<file path="src/rtl/extint_pkg.sv">
package extint_pkg;
   localparam int REG_W     = 8;
   localparam int BIT_MODE  = 0;
   localparam int BIT_MASK  = 1;
   localparam int BIT_ACK   = 2;
   localparam int BIT_PEND  = 3;
   localparam int BIT_PUDIS = 5;

   typedef struct packed {
      logic pudis;
      logic mask;
      logic mode;
   } extint_cfg_t;
endpackage

</file>
<file path="src/rtl/extint_sync.sv">
module extint_sync #(
   parameter int   STAGES  = 2,
   parameter logic RST_VAL = 1'b1
) (
   input  logic clk,
   input  logic rst_n,
   input  logic d_async,
   output logic q_sync
);
   logic [STAGES-1:0] chain;

   generate
      if (STAGES < 2) begin : g_bad_depth
         $error("extint_sync: STAGES must be at least 2");
      end
      for (genvar i = 0; i < STAGES; i++) begin : g_stage
         if (i == 0) begin : g_first
            always_ff @(posedge clk or negedge rst_n)
               if (!rst_n) chain[0] <= RST_VAL;
               else        chain[0] <= d_async;
         end else begin : g_next
            always_ff @(posedge clk or negedge rst_n)
               if (!rst_n) chain[i] <= RST_VAL;
               else        chain[i] <= chain[i-1];
         end
      end
   endgenerate

   assign q_sync = chain[STAGES-1];
endmodule

</file>
<file path="src/rtl/extint_latch.sv">
module extint_latch (
   input  logic clk,
   input  logic rst_n,
   input  logic pin_s,
   input  logic level_mode,
   input  logic clr,
   output logic fall,
   output logic pend
);
   logic prev_s;
   logic set_req;

   always_ff @(posedge clk or negedge rst_n)
      if (!rst_n) prev_s <= 1'b1;
      else        prev_s <= pin_s;

   assign fall    = prev_s & ~pin_s;
   assign set_req = fall | (level_mode & ~pin_s);

   // set has priority over clear
   always_ff @(posedge clk or negedge rst_n)
      if (!rst_n)       pend <= 1'b0;
      else if (set_req) pend <= 1'b1;
      else if (clr)     pend <= 1'b0;
endmodule

</file>
<file path="src/rtl/extint_csr.sv">
module extint_csr
   import extint_pkg::*;
(
   input  logic              clk,
   input  logic              rst_n,
   input  logic              sel,
   input  logic              we,
   input  logic [REG_W-1:0]  wdata,
   input  logic              pend,
   output logic [REG_W-1:0]  rdata,
   output extint_cfg_t       cfg,
   output logic              ack
);
   logic wr;
   assign wr  = sel & we;
   assign ack = wr & wdata[BIT_ACK];

   always_ff @(posedge clk or negedge rst_n)
      if (!rst_n) cfg <= '0;
      else if (wr) begin
         cfg.pudis <= wdata[BIT_PUDIS];
         cfg.mask  <= wdata[BIT_MASK];
         cfg.mode  <= wdata[BIT_MODE];
      end

   logic [REG_W-1:0] view;
   generate
      for (genvar b = 0; b < REG_W; b++) begin : g_view
         if (b == BIT_MODE)       begin : g_mo assign view[b] = cfg.mode;  end
         else if (b == BIT_MASK)  begin : g_ma assign view[b] = cfg.mask;  end
         else if (b == BIT_PEND)  begin : g_pe assign view[b] = pend;      end
         else if (b == BIT_PUDIS) begin : g_pu assign view[b] = cfg.pudis; end
         else                     begin : g_z  assign view[b] = 1'b0;      end
      end
   endgenerate

   assign rdata = sel ? view : '0;


   pudis_src_chk: assert property (@(posedge clk) disable iff (!rst_n)
      $rose(cfg.pudis) |-> $past(wr && wdata[BIT_PUDIS]));
endmodule

</file>
<file path="src/rtl/extint_ctrl.sv">
module extint_ctrl #(
   parameter int SYNC_STAGES = 2
) (
   input  logic       clk,
   input  logic       rst_n,
   input  logic       pin_n,
   input  logic       csr_sel,
   input  logic       csr_we,
   input  logic [7:0] csr_wdata,
   output logic [7:0] csr_rdata,
   input  logic       vec_fetch,
   output logic       irq_req,
   output logic       pullup_dis
);
   import extint_pkg::*;

   generate
      if (REG_W != 8) begin : g_bad_width
         $error("extint_ctrl: register must be 8 bits");
      end
   endgenerate

   logic        pin_s;
   logic        fall;
   logic        pend;
   logic        ack;
   logic        clr;
   extint_cfg_t cfg;

   extint_sync #(.STAGES(SYNC_STAGES), .RST_VAL(1'b1)) u_sync (
      .clk(clk), .rst_n(rst_n), .d_async(pin_n), .q_sync(pin_s));

   assign clr = ack | vec_fetch;

   extint_latch u_latch (
      .clk(clk), .rst_n(rst_n), .pin_s(pin_s), .level_mode(cfg.mode),
      .clr(clr), .fall(fall), .pend(pend));

   extint_csr u_csr (
      .clk(clk), .rst_n(rst_n), .sel(csr_sel), .we(csr_we),
      .wdata(csr_wdata), .pend(pend), .rdata(csr_rdata), .cfg(cfg), .ack(ack));

   assign irq_req    = pend & ~cfg.mask;
   assign pullup_dis = cfg.pudis;


   edge_sets_pend_chk: assert property (@(posedge clk) disable iff (!rst_n)
      fall |=> pend);

   level_hold_chk: assert property (@(posedge clk) disable iff (!rst_n)
      (cfg.mode && !pin_s) |=> pend);

   clear_drops_pend_chk: assert property (@(posedge clk) disable iff (!rst_n)
      (clr && !fall && !(cfg.mode && !pin_s)) |=> !pend);

   no_spurious_set_chk: assert property (@(posedge clk) disable iff (!rst_n)
      (!pend && !fall && !(cfg.mode && !pin_s)) |=> !pend);
endmodule

</file>
<file path="config.mk">
export PLATFORM = sky130hd
export DESIGN_NAME = extint_ctrl
export DESIGN_NICKNAME = d
export VERILOG_FILES = /design/src/rtl/extint_pkg.sv /design/src/rtl/extint_sync.sv /design/src/rtl/extint_latch.sv /design/src/rtl/extint_csr.sv /design/src/rtl/extint_ctrl.sv
export SDC_FILE = /design/constraint.sdc
export NUM_CORES = 1
export LEC_CHECK = 0
export BUFFER_PORTS_ARGS = -buffer_cell sky130_fd_sc_hd__buf_2
export CAP_MARGIN = 15
export CORE_AREA = 2 2 39 41
export DETAILED_ROUTE_END_ITERATION = 12
export DIE_AREA = 0 0 41 43
export GPL_ROUTABILITY_DRIVEN = 0
export SLEW_MARGIN = 30
export SYNTH_ARGS = -nofsm -noshare
export SYNTH_HDL_FRONTEND = slang
export SYNTH_SLANG_ARGS = --single-unit
</file>
<file path="constraint.sdc">
create_clock -name clk -period 1.85 [get_ports clk]
set_input_delay 0.37 -clock clk [delete_from_list [all_inputs] [get_ports clk]]
set_output_delay 0.37 -clock clk [all_outputs]
set_load 0.02 [all_outputs]
</file>
# After elaboration in Yosys (flattened, before gate mapping)

Index checks and enable logic that the tools add are counted.

Register bits: 7
Latch bits: 0
Bits in writable memories: 0
Bits in read-only memories: 0
Bits of input ports: 14
Output and inout bits: 10
Logic and storage cells: 20
Memories: 0

$add $sub $neg: 0
$mul: 0
Div/mod/pow operators: 0
Order comparisons: 0
Equal/unequal tests: 0
Shift-type cells: 0
Mux-type cells: 3
Bitwise gates (word level): 9
Reduce and logical (&&, ||, !) cells: 1

Operators by type and width:

| cell               | number |
|---|---|
| two-way mux 6 bit  | 1 |
| bitwise AND 1 bit  | 5 |
| two-way mux 1 bit  | 2 |
| NOT 1 bit          | 2 |
| OR 1 bit           | 2 |
| nonzero test 2 bit | 1 |

# Depth between registers and ports, before layout

Depth in word-level cells: 5
Gate-level depth with buffers: 2
Depth with buffers taken out: 2

# Hierarchy

From an unflattened synthesis, not the netlist that was laid out.

Cells, all modules: 27
Area total of the unflattened synthesis: 329.1 sq um

By module, submodules not included:

| module       | times used | cells an instance | area each (sq um) | sequential area each (sq um) |
|---|---|---|---|---|
| extint_csr   | 1          | 17                | 186.4             | 75.1 |
| extint_latch | 1          | 6                 | 77.6              | 51.3 |
| extint_sync  | 1          | 2                 | 52.6              | 52.6 |
| extint_ctrl  | 1          | 2                 | 12.5              | 0.0 |

# Worst setup path before layout

Ideal clock, no wire load.

Kind: register to output
From: register, netlist name u_csr.cfg[2]
To: output csr_rdata[5]
Arrival: 700 ps
Data required time: 1480 ps
Setup slack: 780 ps
Stages on the path, launching flop included: 2
Buffers on the path: 0
Path through: dfrtp_1 and2_2

Longest elaborated chain between the ends: 1

Ends and longest elaborated chain:

| item              | RTL line          | text |
|---|---|---|
| two-way mux 6 bit | extint_csr.sv:37  | `assign rdata = sel ? view : '0;` |
| to (decl)         | extint_ctrl.sv:10 | `output logic [7:0] csr_rdata,` |

No other way between the ends.

# Worst setup path in the final report

From: register, netlist name u_csr.cfg[0]
To: output csr_rdata[0]

Longest elaborated chain between the ends: 1

Ends and longest elaborated chain:

| item              | RTL line |
|---|---|
| two-way mux 6 bit | extint_csr.sv:37 |

No other way between the ends.

==> results.txt <==
----------------------------------------------------
[Setup path]
  Delay contributed by the slowest stage of the critical path ... 0.40 ns
  Worst Setup End Kind ... output port
  Slowest-stage cell, CP ... dfrtp_1
  Setup Crit Path Kind ... flip-flop to output port
  Worst path cell trace ... and2_2, buf_2
  Element type at the critical path start ... flip-flop
  Maximum net fanout on the critical path ... 3
  CP required ... 1.48 ns
  Worst path arrival time ... 0.97 ns

[Clock tree]
  Clock tree from TritonCTS ... yes
  Clock latency on the worst-skew pair ... 0.25 ns
  Clock tree root buffer cell ... clkbuf_4
  Buffer levels on the longest clock path ... 2
  Clock sink total ... 7
  Buffers inserted during post-CTS setup optimization ... 0
  Number of gates given a new drive strength after cts ... 0
  Number of CTS-inserted buffers ... 3
  Number of H-tree levels ... 1
  CTS clock-pin slew for the worst setup and hold paths ... 0.05 ns

[Synth]
  Mapped Cells ... 25
  Avg Cell Area, Syn ... 12.9 um^2
  Yosys warning total ... 0
  Cell area after synthesis ... 322 um^2
  Portion of the post-synthesis area used by sequential elements ... 0.556
  Unique masters post-synth ... 11
  Number of flip-flops and latches in the synthesized netlist ... 7

[Timing]
  Sum Neg Setup Slack ... 0 ns
  Highest Clock Rate ... 0.746 GHz
  Number of setup violations in the final report ... 0
  Unrepaired setup endpoints after global routing ... no
  Share of the clock period used by the worst path after layout ... 0.725
  Worst Slack Setup Final ... between 0.5 and 0.6 ns
  Final Skew ... 0.000365 ns
  Post-layout minimum cycle time ... 1.34 ns
  Final Slew Violations ... 0
  Count of final hold-check violations ... 0

[Pwr]
  Leakage power total ... around 0.23 nW
  VDD IR max ... 0.000313 V
  Clk pwr share ... 0.336
  Internal power ... 0.295 mW
  Register share of total power ... 0.448
  Sw Share ... 0.271
  Pwr dens ... 933 nW/um^2
  Post-layout power ... 0.405 mW
  Net switching power ... 0.110 mW
  Part of the total power dissipated in combinational logic ... 0.217

[Global routing]
  Number of antenna violations at the first check in global routing ... 0
  Combined global-route utilization of all metal layers ... 0.0811
  Largest net degree at the start of global routing ... 8
  Via count of the first global-routing pass ... 234
  Grt total ovfl ... 0
  First-pass GRT wire length ... 924 um

[Finish]
  Nets ... between 50 and 60
  Synth-to-Final Area Change ... 35.0%
  Antenna diode instance count ... 0
  Share of cells above drive strength 1 ... 0.682

[Floorplanning]
  Standard cell core area ... 1380 um^2
  Initial Util ... 0.232
  Die outline width ... 41 um
  Overall die area ... 1760 um^2
  # IOs ... 24
  Placement Rows ... 14
  Die outline height ... between 40 and 50 um

[Run status]
  Outcome ... finished clean

[Placed design]
  Post-placement setup slack ... ~0.64 ns
  PortBufs ... 15
  Detailed placement HPWL ... approximately 430 um

[Routing]
  DRT Pass-1 Iters ... 1
  Final wirelength ... 558 um
  Detailed-route wire length per cell ... 9.30 um
  Number of vias per cell after detailed routing ... 3.77
  Vias ... 226
  Initial DRC Count ... 0
  Post-detailed-route DRC marker count ... 0
  Antenna viol nets, final ... 0

[Worst hold path]
  Class of the tightest hold or removal check ... input pin to flip-flop

[Job]
  Max-capacitance violation count ... 0

----------------------------------------------------
[per-layer routing]
layer	vias up	track usage	routed length (um)
met5	-	0	0
met4	0	0.0600	0
met3	0	0.0314	68
met2	15	0.109	210
met1	100	0.0997	279
li1	111	-	-
[flip-flops by register name, summed over array words and instances, names as in the netlist]
| register | cells |
|---|---|
| u_csr.cfg | 3 |
| u_latch.pend | 1 |
| u_latch.prev_s | 1 |
| u_sync.chain | 1 |
| u_sync.q_sync | 1 |
[final cells by class]
type                            count  area [um^2]
Fill cell                         162          950
Sequential cell                     7          179
Multi-Input combinational cell     16          120
Timing Repair Buffer               16         85.1
Clock buffer                        4         26.3
Tap cell                           16         20.0
Inverter                            1         3.75
[synth_stat cells]
cell type / count / area, um^2
and2_2: 4 / 30.0
and3_2: 1 / 7.51
buf_4: 4 / 30.0
conb_1: 1 / 3.75
dfrtp_1: 4 / 100
dfstp_2: 3 / 78.8
inv_1: 1 / 3.75
mux2_4: 3 / 45.0
nand2_2: 1 / 6.26
nor2_1: 2 / 7.51
o32ai_1: 1 / 8.76
[critical path, delay by kind of cell (launching register included)]
kind / cells / cell delay (ns)
flip-flops: 1 / 0.40
AND/OR/NAND/NOR: 1 / 0.17
buffers and inverters: 1 / 0.15
[placed cells by master, fill, tap and decap left out]
master and instances:
buf_2 15, and2_2 4, nor2_1 2, dfrtp_1 4, clkbuf_1 1, dfstp_2 3, and3_2 1, nand2_2 1
dlygate4sd3_1 1, conb_1 4, o32ai_1 1, inv_1 1, clkbuf_4 3, mux2_4 3
[worst paths after layout]
| kind | start | cells after the start | endpoint | slack, ns |
|---|---|---|---|---|
| setup / recovery | u_csr.cfg[0] | 2 | csr_rdata[0] | 0.51 |
| hold / removal | pin_n | 1 | u_sync.chain[0] | 0.22 |
| setup reg to reg | u_csr.cfg[0] | 1 | u_csr.cfg[0] | 1.07 |
| hold reg to reg | u_sync.chain[0] | 0 | u_sync.q_sync | 0.35 |
| max in group asynchronous | rst_n | 2 | u_sync.q_sync | 1.14 |
| min in group asynchronous | rst_n | 2 | u_latch.pend | 0.49 |
[stage by stage]
stage	util	cells	hold WS (ns)	area, um^2
final	0.314	60	0.220	434
after global routing	0.314	60	0.209	434
after CTS	0.314	60	0.208	434
after detailed placement	0.288	55	0.208	398
after global placement	0.288	55	0.206	398
after floorplan	-	28	0.0744	333
[timing repair]
item | CTS | global route
hold buffers | 1 | 0
setup endpoints to repair | 0 | 0
endpoints found under the hold margin | 4 | 0
[power groups by stage]
stage	combinational [mW]	sequential (mW)	clock, mW
3_3_place_gp	0.0860	0.183	0
5_1_grt	0.0961	0.184	0.155
3_5_place_dp	0.0868	0.184	0
2_1_floorplan	0.0601	0.185	0
4_1_cts	0.0886	0.182	0.145
6_report	0.0877	0.181	0.136
[cells by family (layout without fill, tap and decap cells)]
group / after synthesis / after routing / share of synthesized area
compound gates: 1 / 1 / 0.0272
buf+inv: 5 / 21 / 0.105
flops: 7 / 7 / 0.556
mux: 3 / 3 / 0.140
other cells: 1 / 4 / 0.0117
simple gates: 8 / 8 / 0.160
No activity file was read; power rests on OpenSTA's default activity.
